===== src/rtl/affine_coord_pkg.sv =====
// Package: shared definitions for the affine coordinate generator.
// Holds the order in which the shared multiplier forms the six line
// products and a helper that says which accumulator a product feeds.
package affine_coord_pkg;

    // Product schedule, one per cycle; first three feed X, last three feed Y.
    typedef enum logic [2:0] {
        PROD_A_DH = 3'd0,
        PROD_B_DV = 3'd1,
        PROD_B_LY = 3'd2,
        PROD_C_DH = 3'd3,
        PROD_D_DV = 3'd4,
        PROD_D_LY = 3'd5
    } prod_sel_e;

    localparam int unsigned PROD_COUNT = 6;

    // True when the selected product is summed into the horizontal base.
    function automatic logic feeds_x(input prod_sel_e sel);
        return (sel == PROD_A_DH) || (sel == PROD_B_DV) || (sel == PROD_B_LY);
    endfunction

endpackage


===== src/rtl/affine_diff_clamp.sv =====
// Module: affine_diff_clamp
// Subtracts a centre from a position and saturates the signed difference
// to a CW-bit signed range. Purely combinational.
// Assumes IW >= CW so that saturation is reachable from both sides.
module affine_diff_clamp #(
    parameter int IW = 13,
    parameter int CW = 10
) (
    input  logic signed [IW-1:0] pos,
    input  logic signed [IW-1:0] ctr,
    output logic signed [CW-1:0] clamped
);
    localparam logic signed [IW:0] HI = (IW+1)'((2 ** (CW - 1)) - 1);
    localparam logic signed [IW:0] LO = -HI - (IW+1)'(1);

    logic signed [IW:0] diff;

    // Full-precision difference followed by two-sided saturation.
    always_comb begin
        diff = {pos[IW-1], pos} - {ctr[IW-1], ctr};
        if (diff > HI)
            clamped = HI[CW-1:0];
        else if (diff < LO)
            clamped = LO[CW-1:0];
        else
            clamped = diff[CW-1:0];
    end
endmodule


===== src/rtl/affine_line_latch.sv =====
// Module: affine_line_latch
// Captures matrix entries, clamped offsets, centres and line number on the
// edge that samples line_start, and raises go one cycle later so the
// sequencer starts from stable captured values.
// Assumes line_start is a single-cycle pulse.
module affine_line_latch #(
    parameter int MW = 16,
    parameter int OW = 13,
    parameter int CW = 10,
    parameter int LW = 8
) (
    input  logic                 clk,
    input  logic                 rst_n,
    input  logic                 line_start,
    input  logic [LW-1:0]        line_y,
    input  logic signed [MW-1:0] mat_a,
    input  logic signed [MW-1:0] mat_b,
    input  logic signed [MW-1:0] mat_c,
    input  logic signed [MW-1:0] mat_d,
    input  logic signed [OW-1:0] scroll_h,
    input  logic signed [OW-1:0] scroll_v,
    input  logic signed [OW-1:0] ctr_h,
    input  logic signed [OW-1:0] ctr_v,
    output logic signed [MW-1:0] lat_a,
    output logic signed [MW-1:0] lat_b,
    output logic signed [MW-1:0] lat_c,
    output logic signed [MW-1:0] lat_d,
    output logic signed [CW-1:0] lat_dh,
    output logic signed [CW-1:0] lat_dv,
    output logic signed [OW-1:0] lat_ch,
    output logic signed [OW-1:0] lat_cv,
    output logic [LW-1:0]        lat_y,
    output logic                 go
);
    logic signed [OW-1:0] axis_pos [2];
    logic signed [OW-1:0] axis_ctr [2];
    logic signed [CW-1:0] axis_clp [2];

    assign axis_pos[0] = scroll_h;
    assign axis_pos[1] = scroll_v;
    assign axis_ctr[0] = ctr_h;
    assign axis_ctr[1] = ctr_v;

    // One clamp per screen axis.
    for (genvar g = 0; g < 2; g++) begin : g_axis
        affine_diff_clamp #(.IW(OW), .CW(CW)) i_clamp (
            .pos     (axis_pos[g]),
            .ctr     (axis_ctr[g]),
            .clamped (axis_clp[g])
        );
    end

    // Capture every line parameter at the line boundary.
    always_ff @(posedge clk) begin
        if (!rst_n) begin
            lat_a  <= '0;
            lat_b  <= '0;
            lat_c  <= '0;
            lat_d  <= '0;
            lat_dh <= '0;
            lat_dv <= '0;
            lat_ch <= '0;
            lat_cv <= '0;
            lat_y  <= '0;
        end else if (line_start) begin
            lat_a  <= mat_a;
            lat_b  <= mat_b;
            lat_c  <= mat_c;
            lat_d  <= mat_d;
            lat_dh <= axis_clp[0];
            lat_dv <= axis_clp[1];
            lat_ch <= ctr_h;
            lat_cv <= ctr_v;
            lat_y  <= line_y;
        end
    end

    // Delayed start pulse for the base sequencer.
    always_ff @(posedge clk) begin
        if (!rst_n)
            go <= 1'b0;
        else
            go <= line_start;
    end
endmodule


===== src/rtl/affine_base_mac.sv =====
// Module: affine_base_mac
// Forms both line bases with one shared signed multiplier: preloads the
// centre terms, then adds one product per cycle in the package schedule.
// done pulses for one cycle when both sums are final.
// Assumes captured inputs stay stable from go until done.
module affine_base_mac
    import affine_coord_pkg::*;
#(
    parameter int MW   = 16,
    parameter int OW   = 13,
    parameter int CW   = 10,
    parameter int LW   = 8,
    parameter int OPW  = 10,
    parameter int ACCW = 29,
    parameter int FRAC = 8
) (
    input  logic                   clk,
    input  logic                   rst_n,
    input  logic                   line_start,
    input  logic                   go,
    input  logic signed [MW-1:0]   lat_a,
    input  logic signed [MW-1:0]   lat_b,
    input  logic signed [MW-1:0]   lat_c,
    input  logic signed [MW-1:0]   lat_d,
    input  logic signed [CW-1:0]   lat_dh,
    input  logic signed [CW-1:0]   lat_dv,
    input  logic signed [OW-1:0]   lat_ch,
    input  logic signed [OW-1:0]   lat_cv,
    input  logic [LW-1:0]          lat_y,
    output logic signed [ACCW-1:0] base_x,
    output logic signed [ACCW-1:0] base_y,
    output logic                   busy,
    output logic                   done
);
    localparam int PW  = MW + OPW;
    localparam int CNW = 3;
    localparam logic [CNW-1:0] LAST = CNW'(PROD_COUNT - 1);

    logic [CNW-1:0]        step;
    prod_sel_e             sel;
    logic signed [MW-1:0]  op_m;
    logic signed [OPW-1:0] op_v;
    logic signed [PW-1:0]  prod;
    logic signed [ACCW-1:0] prod_ext;
    logic signed [OPW-1:0] dh_ext;
    logic signed [OPW-1:0] dv_ext;
    logic signed [OPW-1:0] y_ext;

    assign sel    = prod_sel_e'(step);
    assign dh_ext = OPW'(lat_dh);
    assign dv_ext = OPW'(lat_dv);
    assign y_ext  = {{(OPW - LW){1'b0}}, lat_y};

    // Operand selection for the shared multiplier.
    always_comb begin
        unique case (sel)
            PROD_A_DH: begin op_m = lat_a; op_v = dh_ext; end
            PROD_B_DV: begin op_m = lat_b; op_v = dv_ext; end
            PROD_B_LY: begin op_m = lat_b; op_v = y_ext;  end
            PROD_C_DH: begin op_m = lat_c; op_v = dh_ext; end
            PROD_D_DV: begin op_m = lat_d; op_v = dv_ext; end
            PROD_D_LY: begin op_m = lat_d; op_v = y_ext;  end
            default:   begin op_m = '0;    op_v = '0;     end
        endcase
    end

    // The single multiplier and its sign extension to accumulator width.
    assign prod     = op_m * op_v;
    assign prod_ext = {{(ACCW - PW){prod[PW-1]}}, prod};

    // Sequencer: preload centre terms, then one multiply-add per cycle.
    always_ff @(posedge clk) begin
        if (!rst_n) begin
            base_x <= '0;
            base_y <= '0;
            step   <= '0;
            busy   <= 1'b0;
            done   <= 1'b0;
        end else if (line_start) begin
            busy <= 1'b0;
            done <= 1'b0;
        end else if (go) begin
            base_x <= {{(ACCW - OW - FRAC){lat_ch[OW-1]}}, lat_ch, {FRAC{1'b0}}};
            base_y <= {{(ACCW - OW - FRAC){lat_cv[OW-1]}}, lat_cv, {FRAC{1'b0}}};
            step   <= '0;
            busy   <= 1'b1;
            done   <= 1'b0;
        end else if (busy) begin
            if (feeds_x(sel))
                base_x <= base_x + prod_ext;
            else
                base_y <= base_y + prod_ext;
            step <= step + 1'b1;
            if (step == LAST) begin
                busy <= 1'b0;
                done <= 1'b1;
            end
        end else begin
            done <= 1'b0;
        end
    end
endmodule


===== src/rtl/affine_pixel_step.sv =====
// Module: affine_pixel_step
// Loads the line bases into two accumulators, then per accepted pixel
// registers the integer parts and adds the step constants.
// Assumes step constants are stable for the whole line.
module affine_pixel_step #(
    parameter int MW   = 16,
    parameter int ACCW = 29,
    parameter int FRAC = 8
) (
    input  logic                        clk,
    input  logic                        rst_n,
    input  logic                        line_start,
    input  logic                        load,
    input  logic                        pix_en,
    input  logic signed [ACCW-1:0]      base_x,
    input  logic signed [ACCW-1:0]      base_y,
    input  logic signed [MW-1:0]        step_x,
    input  logic signed [MW-1:0]        step_y,
    output logic                        ready,
    output logic                        valid,
    output logic signed [ACCW-FRAC-1:0] out_x,
    output logic signed [ACCW-FRAC-1:0] out_y
);
    logic signed [ACCW-1:0] acc_x;
    logic signed [ACCW-1:0] acc_y;
    logic signed [ACCW-1:0] inc_x;
    logic signed [ACCW-1:0] inc_y;

    assign inc_x = {{(ACCW - MW){step_x[MW-1]}}, step_x};
    assign inc_y = {{(ACCW - MW){step_y[MW-1]}}, step_y};

    // Accumulator load, per-pixel output and step.
    always_ff @(posedge clk) begin
        if (!rst_n) begin
            acc_x <= '0;
            acc_y <= '0;
            ready <= 1'b0;
            valid <= 1'b0;
            out_x <= '0;
            out_y <= '0;
        end else if (line_start) begin
            ready <= 1'b0;
            valid <= 1'b0;
        end else begin
            valid <= 1'b0;
            if (load) begin
                acc_x <= base_x;
                acc_y <= base_y;
                ready <= 1'b1;
            end else if (ready && pix_en) begin
                out_x <= acc_x[ACCW-1:FRAC];
                out_y <= acc_y[ACCW-1:FRAC];
                valid <= 1'b1;
                acc_x <= acc_x + inc_x;
                acc_y <= acc_y + inc_y;
            end
        end
    end
endmodule


===== src/rtl/affine_coord_gen.sv =====
// Module: affine_coord_gen (top)
// Rotation/scale texture coordinate generator: capture on line start,
// sequential base computation, then add-only per-pixel stepping.
// Assumes line_start is a one-cycle pulse and the line gap covers the
// base latency before pixels are needed.
module affine_coord_gen #(
    parameter int MW   = 16,
    parameter int OW   = 13,
    parameter int CW   = 10,
    parameter int LW   = 8,
    parameter int FRAC = 8,
    localparam int OPW  = (CW > LW + 1) ? CW : LW + 1,
    localparam int ACCW = MW + OPW + 3,
    localparam int TW   = ACCW - FRAC
) (
    input  logic                 clk,
    input  logic                 rst_n,
    input  logic                 line_start,
    input  logic                 pix_en,
    input  logic [LW-1:0]        line_y,
    input  logic signed [MW-1:0] mat_a,
    input  logic signed [MW-1:0] mat_b,
    input  logic signed [MW-1:0] mat_c,
    input  logic signed [MW-1:0] mat_d,
    input  logic signed [OW-1:0] scroll_h,
    input  logic signed [OW-1:0] scroll_v,
    input  logic signed [OW-1:0] ctr_h,
    input  logic signed [OW-1:0] ctr_v,
    output logic                 coord_ready,
    output logic                 coord_valid,
    output logic signed [TW-1:0] tex_x,
    output logic signed [TW-1:0] tex_y
);
    logic signed [MW-1:0]   lat_a, lat_b, lat_c, lat_d;
    logic signed [CW-1:0]   lat_dh, lat_dv;
    logic signed [OW-1:0]   lat_ch, lat_cv;
    logic [LW-1:0]          lat_y;
    logic                   go;
    logic signed [ACCW-1:0] base_x, base_y;
    logic                   mac_busy;
    logic                   mac_done;

    affine_line_latch #(.MW(MW), .OW(OW), .CW(CW), .LW(LW)) i_latch (
        .clk, .rst_n, .line_start, .line_y,
        .mat_a, .mat_b, .mat_c, .mat_d,
        .scroll_h, .scroll_v, .ctr_h, .ctr_v,
        .lat_a, .lat_b, .lat_c, .lat_d,
        .lat_dh, .lat_dv, .lat_ch, .lat_cv, .lat_y, .go
    );

    affine_base_mac #(
        .MW(MW), .OW(OW), .CW(CW), .LW(LW),
        .OPW(OPW), .ACCW(ACCW), .FRAC(FRAC)
    ) i_mac (
        .clk, .rst_n, .line_start, .go,
        .lat_a, .lat_b, .lat_c, .lat_d,
        .lat_dh, .lat_dv, .lat_ch, .lat_cv, .lat_y,
        .base_x, .base_y, .busy(mac_busy), .done(mac_done)
    );

    affine_pixel_step #(.MW(MW), .ACCW(ACCW), .FRAC(FRAC)) i_step (
        .clk, .rst_n, .line_start,
        .load   (mac_done),
        .pix_en,
        .base_x, .base_y,
        .step_x (lat_a),
        .step_y (lat_c),
        .ready  (coord_ready),
        .valid  (coord_valid),
        .out_x  (tex_x),
        .out_y  (tex_y)
    );
endmodule


===== config.mk =====
export PLATFORM = sky130hd
export DESIGN_NAME = affine_coord_gen
export DESIGN_NICKNAME = d
export VERILOG_FILES = /design/src/rtl/affine_coord_pkg.sv /design/src/rtl/affine_diff_clamp.sv /design/src/rtl/affine_line_latch.sv /design/src/rtl/affine_base_mac.sv /design/src/rtl/affine_pixel_step.sv /design/src/rtl/affine_coord_gen.sv
export SDC_FILE = /design/constraint.sdc
export NUM_CORES = 1
export LEC_CHECK = 0
export BUFFER_PORTS_ARGS = -buffer_cell sky130_fd_sc_hd__buf_2
export CAP_MARGIN = 10
export CORE_UTILIZATION = 56
export DETAILED_ROUTE_END_ITERATION = 16
export PLACE_DENSITY = 0.74
export RECOVER_POWER = 25
export SETUP_SLACK_MARGIN = 0.02
export SYNTH_ARGS = -nofsm -noshare
export SYNTH_HDL_FRONTEND = slang
export SYNTH_SLANG_ARGS = --single-unit

===== constraint.sdc =====
create_clock -name clk -period 8.2 [get_ports clk]
set_input_delay 0.41 -clock clk [delete_from_list [all_inputs] [get_ports clk]]
set_output_delay 0.41 -clock clk [all_outputs]
set_load 0.01 [all_outputs]

## Word-level counts from Yosys, hierarchy flattened

Cells that the tools add are included.

| word-level totals | value |
|---|---|
| bits in registers | 284 |
| output and inout port bits | 44 |

| cells by class | value |
|---|---|
| add/sub/neg operators | 7 |
| $mul | 1 |
| magnitude comparators | 4 |
| equal/unequal tests | 6 |
| mux-type cells | 22 |
| bitwise gates (word level) | 4 |
| reduce and logical (&&, ||, !) cells | 20 |

Operator list:

| cell | count |
|---|---|
| 2-to-1 mux 29 bit | 10 |
| one-hot mux 16 bit (4 select lines) | 1 |
| adder 29 x 16 -> 29 bit | 2 |
| adder 29 x 26 -> 29 bit | 2 |
| 2-to-1 mux 10 bit | 4 |
| one-hot mux 10 bit (3 select lines) | 1 |
| > comparator 14 x 10 -> 1 bit (second input constant) | 2 |
| < comparator 14 x 10 -> 1 bit (second input constant) | 2 |
| subtractor 13 x 13 -> 14 bit | 2 |
| multiplier 16 x 10 -> 26 bit | 1 |
| OR reduction 2 bit | 6 |
| AND reduction 3 bit | 3 |
| equality test 3 x 2 -> 1 bit (second input constant) | 2 |
| equality test 3 bit (second input constant) | 2 |
| 2-to-1 mux 3 bit | 2 |
| nonzero test 2 bit | 3 |
| 2-to-1 mux 1 bit | 4 |
| NOT 1 bit | 4 |
| AND reduction 2 bit | 2 |
| OR reduction 4 bit | 1 |
| adder 3 x 1 -> 3 bit (second input constant) | 1 |
| equality test 3 x 1 -> 1 bit (second input constant) | 1 |
| zero test 3 bit | 1 |
| OR reduction 3 bit | 1 |
| other kinds (3) | 4 |

## Longest topological paths before layout

| depth | value |
|---|---|
| word-level depth | 8 |
| gate-level depth with buffers | 41 |
| gate-level depth less buffers | 37 |

## Modules after synthesis

From an unflattened synthesis, not the netlist that was laid out.

| unflattened totals | value |
|---|---|
| cell total of the unflattened synthesis | 2994 |
| area, all modules | 25350.6 um^2 |

By module, submodules not included:

| module | times used | cells an instance | area each (um^2) |
|---|---|---|---|
| affine_base_mac | 1 | 1447 | 11785.1 |
| affine_pixel_step | 1 | 901 | 6925.4 |
| affine_line_latch | 1 | 382 | 4608.2 |
| affine_diff_clamp | 2 | 132 | 1016.0 |

## Worst setup path after synthesis

No wires, ideal clock.

| timing | value |
|---|---|
| path kind | register to register |
| start | reg i_mac.step[2] (netlist: i_mac.sel[2]) |
| end | reg i_mac.base_x[24] |
| data arrival time | 8.146 ns |
| data required time | 8.072 ns |
| slack | -0.073 ns |
| cell stages (with the launch flop) | 37 |
| buffers on the path | 3 |
| period minus slack after synthesis | 8.273 ns |
| path through | dfxtp_1 clkbuf_1 inv_1 ha_1 clkbuf_1 clkbuf_1 a22o_1 a221oi_1 nand2_1 fa_1 fa_1 inv_1 fa_1 fa_1 inv_1 fa_1 inv_1 ha_1 or3_1 a21oi_1 a21oi_1 and2_1 o21ai_0 nand2b_1 a21o_1 a21oi_1 xnor2_1 ha_1 a21o_1 a21oi_1 nor2_1 a311o_1 a31oi_1 o31a_1 xnor2_1 a221oi_1 nor2_1 |

| between the ends | value |
|---|---|
| cells in the longest elaborated chain, start to end | 8 |

Ends and longest elaborated chain:

| item | line | RTL |
|---|---|---|
| start: declaration | affine_base_mac.sv:39 | `logic [CNW-1:0] step;` |
| start signal: assignment | affine_base_mac.sv:93 | `step <= step + 1'b1;` |
| equality test 3 bit (tied with other cells) | affine_base_mac.sv:56 | `unique case (sel)` |
| OR reduction 2 bit (no source line) | n/a |  |
| one-hot mux 16 bit (4 select lines) / one-hot mux 10 bit (3 select lines) (equally long branches) | affine_base_mac.sv:56 |  |
| multiplier 16 x 10 -> 26 bit | affine_base_mac.sv:68 | `assign prod = op_m * op_v;` |
| adder 29 x 26 -> 29 bit | affine_base_mac.sv:90 | `base_x <= base_x + prod_ext;` |
| 2-to-1 mux 29 bit | affine_base_mac.sv:89 | `if (feeds_x(sel))` |
| 2-to-1 mux 29 bit | affine_base_mac.sv:88 | `end else if (busy) begin` |
| 2-to-1 mux 29 bit | affine_base_mac.sv:82 | `end else if (go) begin` |
| end signal: assignment | affine_base_mac.sv:83 | `base_x <= {{(ACCW - OW - FRAC){lat_ch[OW-1]}}, lat_ch, {FRAC{1'b0}}};` |
| end signal: assignment | affine_base_mac.sv:90 |  |
| end: declaration | affine_base_mac.sv:30 | `output logic signed [ACCW-1:0] base_x,` |

Parallel ways exist; a longest one is shown, timed or not. The select of a mux whose other input is x is not followed.
A chain may end at the register's enable or synchronous reset.

## Final worst setup path

| timing | value |
|---|---|
| start | reg i_mac.step[0] (netlist: i_mac.sel[0]) |
| end | reg i_mac.base_x[24] |

The elaborated chain is that of the path after synthesis.

==> flow_summary_export.csv <==
group,metric,value,unit
synthesis,synth.mux.area_fraction,0.0473,
floorplanning,die_y,207,um
floorplanning,floorplan.initialDensity,0.574,
power,cellLeakagePower,13.3,nW
floorplanning,dieArea,43000,um^2
synthesis,yosys.area_share.simple,0.157,
synthesis,synth_fp_nets,3335,
route,via_per_inst,5.99,
route,remaining_drc_errors,0,
route,initialDrtViolationCount,1777,
grt,first_global_vias,22000,
synthesis,synth-seq-cells,284,
job,number_of_violations_of_the_max_capacitance_limit,0,
floorplanning,rows,74,
synthesis,synth_compound_area_frac,0.215,
status,violations,"negative setup slack",
sta,timing.final.max_slew_violations,0,
synthesis,synth_edf_count,0,
sta,relSlewSlack,0.260,
critical_path,critical_path.endpoint_type,"register",
floorplanning,core,41200,um^2
critical_path,slowest_cell_on_the_critical_path,"fa_1",
layout,post_route_cells_drive_above_1_share,0.189,
critical_path,crit_start,"i_mac.sel[0]$_SDFFE_PN0P_",
critical_path,type_of_origin_of_the_critical_path,"register",
synthesis,synth_area_per_cell,8.28,um^2
critical_path,cp_data_arrival_time,8.65,ns
floorplanning,io_pins,172,
critical_path,worst_path_most_repeated_cell,"fa_1",
power,fin_total_pwr,0.00591,W
route,wirelength,77100,um
clock_tree,quantity_of_hold_fixing_buffers_added_after_cts,0,
clock_tree,clock_tree_from_tritoncts,"built",
clock_tree,clk_path_buf_depth,3,
critical_path,timing.critical_path.fanout_max,16,
power,max-vdd-ir-drop,0.161,mV
grt,grt_first_pass_wirelength,119000,um
synthesis,post_synth_xor_area_fraction,0.0482,
route,dr_total_vias,22500,
clock_tree,clkSinkCount,284,
synthesis,yosys.area.top_type_share,0.241,
sta,worstMarginPinSlew,1.11,ns
grt,grt_max_degree,101,
clock_tree,worst_skew_pair.late_latency,0.56,ns
synthesis,synthAdderAreaFrac,0.233,
place,detailed_place_hpwl,59300,um
synthesis,yosys.area.top_type,"dfxtp_1",
clock_tree,clock_root_buffer_master,"clkbuf_16",
sta,setup_violations,1,
synthesis,synth_sequential_area_ratio,0.241,
synthesis,synth_top_cells_by_area,"dfxtp_1 24%, fa_1 12%, ha_1 11%",
sta,grt_setup_unrepaired,"yes",
clock_tree,cts.htree.levels,2,
place,gp_weighted_congestion,1.00,
status,outcome,"finished, violations left",
layout,post-route-cell-area,28700,um^2
grt,all_layer_global_routing_usage,0.349,
hold_path,timing.hold.worst.class,"input port to register",
sta,timing.fmax,122,MHz
clock_tree,clkSlewWorstSetupHoldPaths,0.06,ns
synthesis,yosysUniqueCellTypes,91,
hold_path,hp-start,"line_y[2]",
clock_tree,tritoncts.num_buffers,34,
sta,layout_setup_ws,-0.0232,ns
route,antenna_left,0,
critical_path,worstPathRequired,8.62,ns
place,detailed_place.area,26600,um^2
synthesis,synthArstFlopShare,0,
sta,tns,-0.0232,ns
grt,grt.overflow.total,0,
sta,report.final.hold_viol_count,0,
route,detail_route.first_pass.iterations,5,
sta,min_period,8.22,ns
route,wire_per_inst,20.5,um
critical_path,critPathKind,"register to register",
critical_path,critical_path.max_stage_delay,0.60,ns
synthesis,yosysWarningCount,0,
floorplanning,die_width,207,um
layout,areaGrowthSynthToFinish,21.5,%
critical_path,crit-reg2reg-launch,"i_mac.sel[0]$_SDFFE_PN0P_",
layout,design.final.nets,3689,
power,power_density,206,nW/um^2
synthesis,synthesis.area,23600,um^2
sta,finalCritPeriodShare,1.00,
grt,antenna_found_initial,0,
synthesis,synth_cells,2854,
synthesis,ys.flop_type,"dfxtp_1",
place,portBuffers,171,
synthesis,synth_top_family_by_area,"adder cells",
sta,finalClockSkew,0.0175,ns
==> where the power goes <==
| part | switching (W) | total, W | internal (W) |
|---|---|---|---|
| Sequential | 0.0000717 | 0.00151 | 0.00144 |
| Clock | 0.000643 | 0.00165 | 0.00100 |
| Combinational | 0.00147 | 0.00276 | 0.00129 |
| Total | 0.00219 | 0.00591 | 0.00373 |
==> cells in the mapped netlist (5+ instances only) <==
cell type,n
inv_1,242
a21o_1,50
a21oi_1,233
a22oi_1,17
nor4_1,6
o22ai_1,17
and2_1,12
ha_1,208
o21ai_0,136
o31a_1,6
and3_1,12
nand3b_1,5
a31oi_1,15
a211o_1,6
nand3_1,39
fa_1,145
xnor2_1,88
nor2b_1,24
o21a_1,26
a221oi_1,23
nor2_1,326
xor2_1,42
clkbuf_1,106
a211oi_1,22
o211a_1,11
or3_1,12
a311oi_1,9
mux2_2,5
o211ai_1,35
o21ai_1,10
nand4_1,13
nor3_1,35
a22o_1,21
o21bai_1,17
dfxtp_1,284
nand2_1,306
a221o_1,28
mux2i_1,106
nand2b_1,36
buf_1,19
==> placed cells by master (no fill, tap or decap), drive strengths merged, types with 50 or more instances in the layout <==
| cell type | Yosys | layout |
|---|---|---|
| dfxtp | 284 | 284 |
| o21ai | 147 | 147 |
| buf | 22 | 400 |
| a21o | 50 | 50 |
| mux2i | 106 | 106 |
| nand2 | 306 | 306 |
| clkbuf | 106 | 89 |
| nor2 | 329 | 330 |
| fa | 145 | 145 |
| a21oi | 237 | 237 |
| inv | 242 | 245 |
| ha | 208 | 208 |
| xnor2 | 88 | 88 |
==> path summary, 6_finish.rpt <==
check                                                endpoint  slack, ns  cells after the start
worst max-delay path            i_mac.base_x[24]$_SDFFE_PN0P_      -0.02                     36
worst min-delay path            i_latch.lat_y[2]$_SDFFE_PN0P_       0.10                      3
worst max register to register  i_mac.base_x[24]$_SDFFE_PN0P_      -0.02                     36
worst min register to register   i_step.out_x[1]$_SDFFE_PN0P_       0.45                      2
==> per-layer routing <==
metal  routed length [um]  GRT usage  vias up
met4                 4440      0.184        0
met1                31800      0.446    10800
met3                 4750     0.0401      219
li1                     -          -    10600
met5                    0          0        -
met2                36100      0.582      861
==> sequential cells by signal (all words and copies together) (netlist names) <==
| register | count |
|---|---|
| i_mac.base_x | 29 |
| i_latch.lat_y | 8 |
| i_mac.base_y | 29 |
| i_latch.lat_a | 16 |
| i_latch.lat_cv | 13 |
| i_latch.lat_d | 16 |
| i_latch.go | 1 |
| i_step.valid | 1 |
| i_mac.sel | 3 |
| i_step.acc_y | 29 |
| i_latch.lat_c | 16 |
| i_step.ready | 1 |
| i_latch.lat_b | 16 |
| i_step.out_y | 21 |
| i_latch.lat_dv | 10 |
| i_latch.lat_dh | 10 |
| i_latch.lat_ch | 13 |
| i_step.out_x | 21 |
| i_mac.busy | 1 |
| i_step.acc_x | 29 |
| i_mac.done | 1 |
==> per-stage QoR <==
stage	std cells	hold WS, ns	worst slack, ns	utilization
4_1_cts	3742	0.0836	0.0253	0.680
5_1_grt	3764	0.107	-0.318	0.697
3_5_place_dp	3674	0.445	-0.352	0.646
3_3_place_gp	3674	0.442	-0.188	0.646
6_report	3765	0.101	-0.0232	0.697
2_1_floorplan	2854	0.426	0.0299	-
==> kinds of logic (layout without fill, tap and decap cells) <==
family,after synthesis,count (layout)
multiplexers,111,111
other,0,1
adder cells (fa/ha/maj),353,353
XOR/XNOR,130,130
AND/OR/NAND/NOR,854,855
flip-flops,284,284
buffers and inverters,370,747
AO/OA/AOI/OAI,752,752
==> area by class of cell <==
type                            instances  area (um^2)
Antenna cell                            1         2.50
Clock buffer                           44          940
Clock inverter                         16          249
Fill cell                            3302        12500
Inverter                              242          916
Multi-Input combinational cell       2201        17300
Sequential cell                       284         5700
Tap cell                              532          666
Timing Repair Buffer                  445         2990
==> critical path, delay by kind of cell, from the launching register on <==
kind / cells / cell delay, ns
AO/OA/AOI/OAI: 12 / 2.46
XOR/XNOR: 2 / 0.23
adder cells (fa/ha/maj): 9 / 3.41
buffers and inverters: 7 / 0.78
flip-flops: 1 / 0.35
AND/OR/NAND/NOR: 6 / 0.86
==> what timing repair did <==
action                     in CTS  in global routing
buffers inserted                8                 20
gates resized for setup        38                119
setup endpoints to repair      17                 20
gates cloned                    0                  2
pin swaps                      16                 95
No activity file was read; power rests on OpenSTA's default activity.
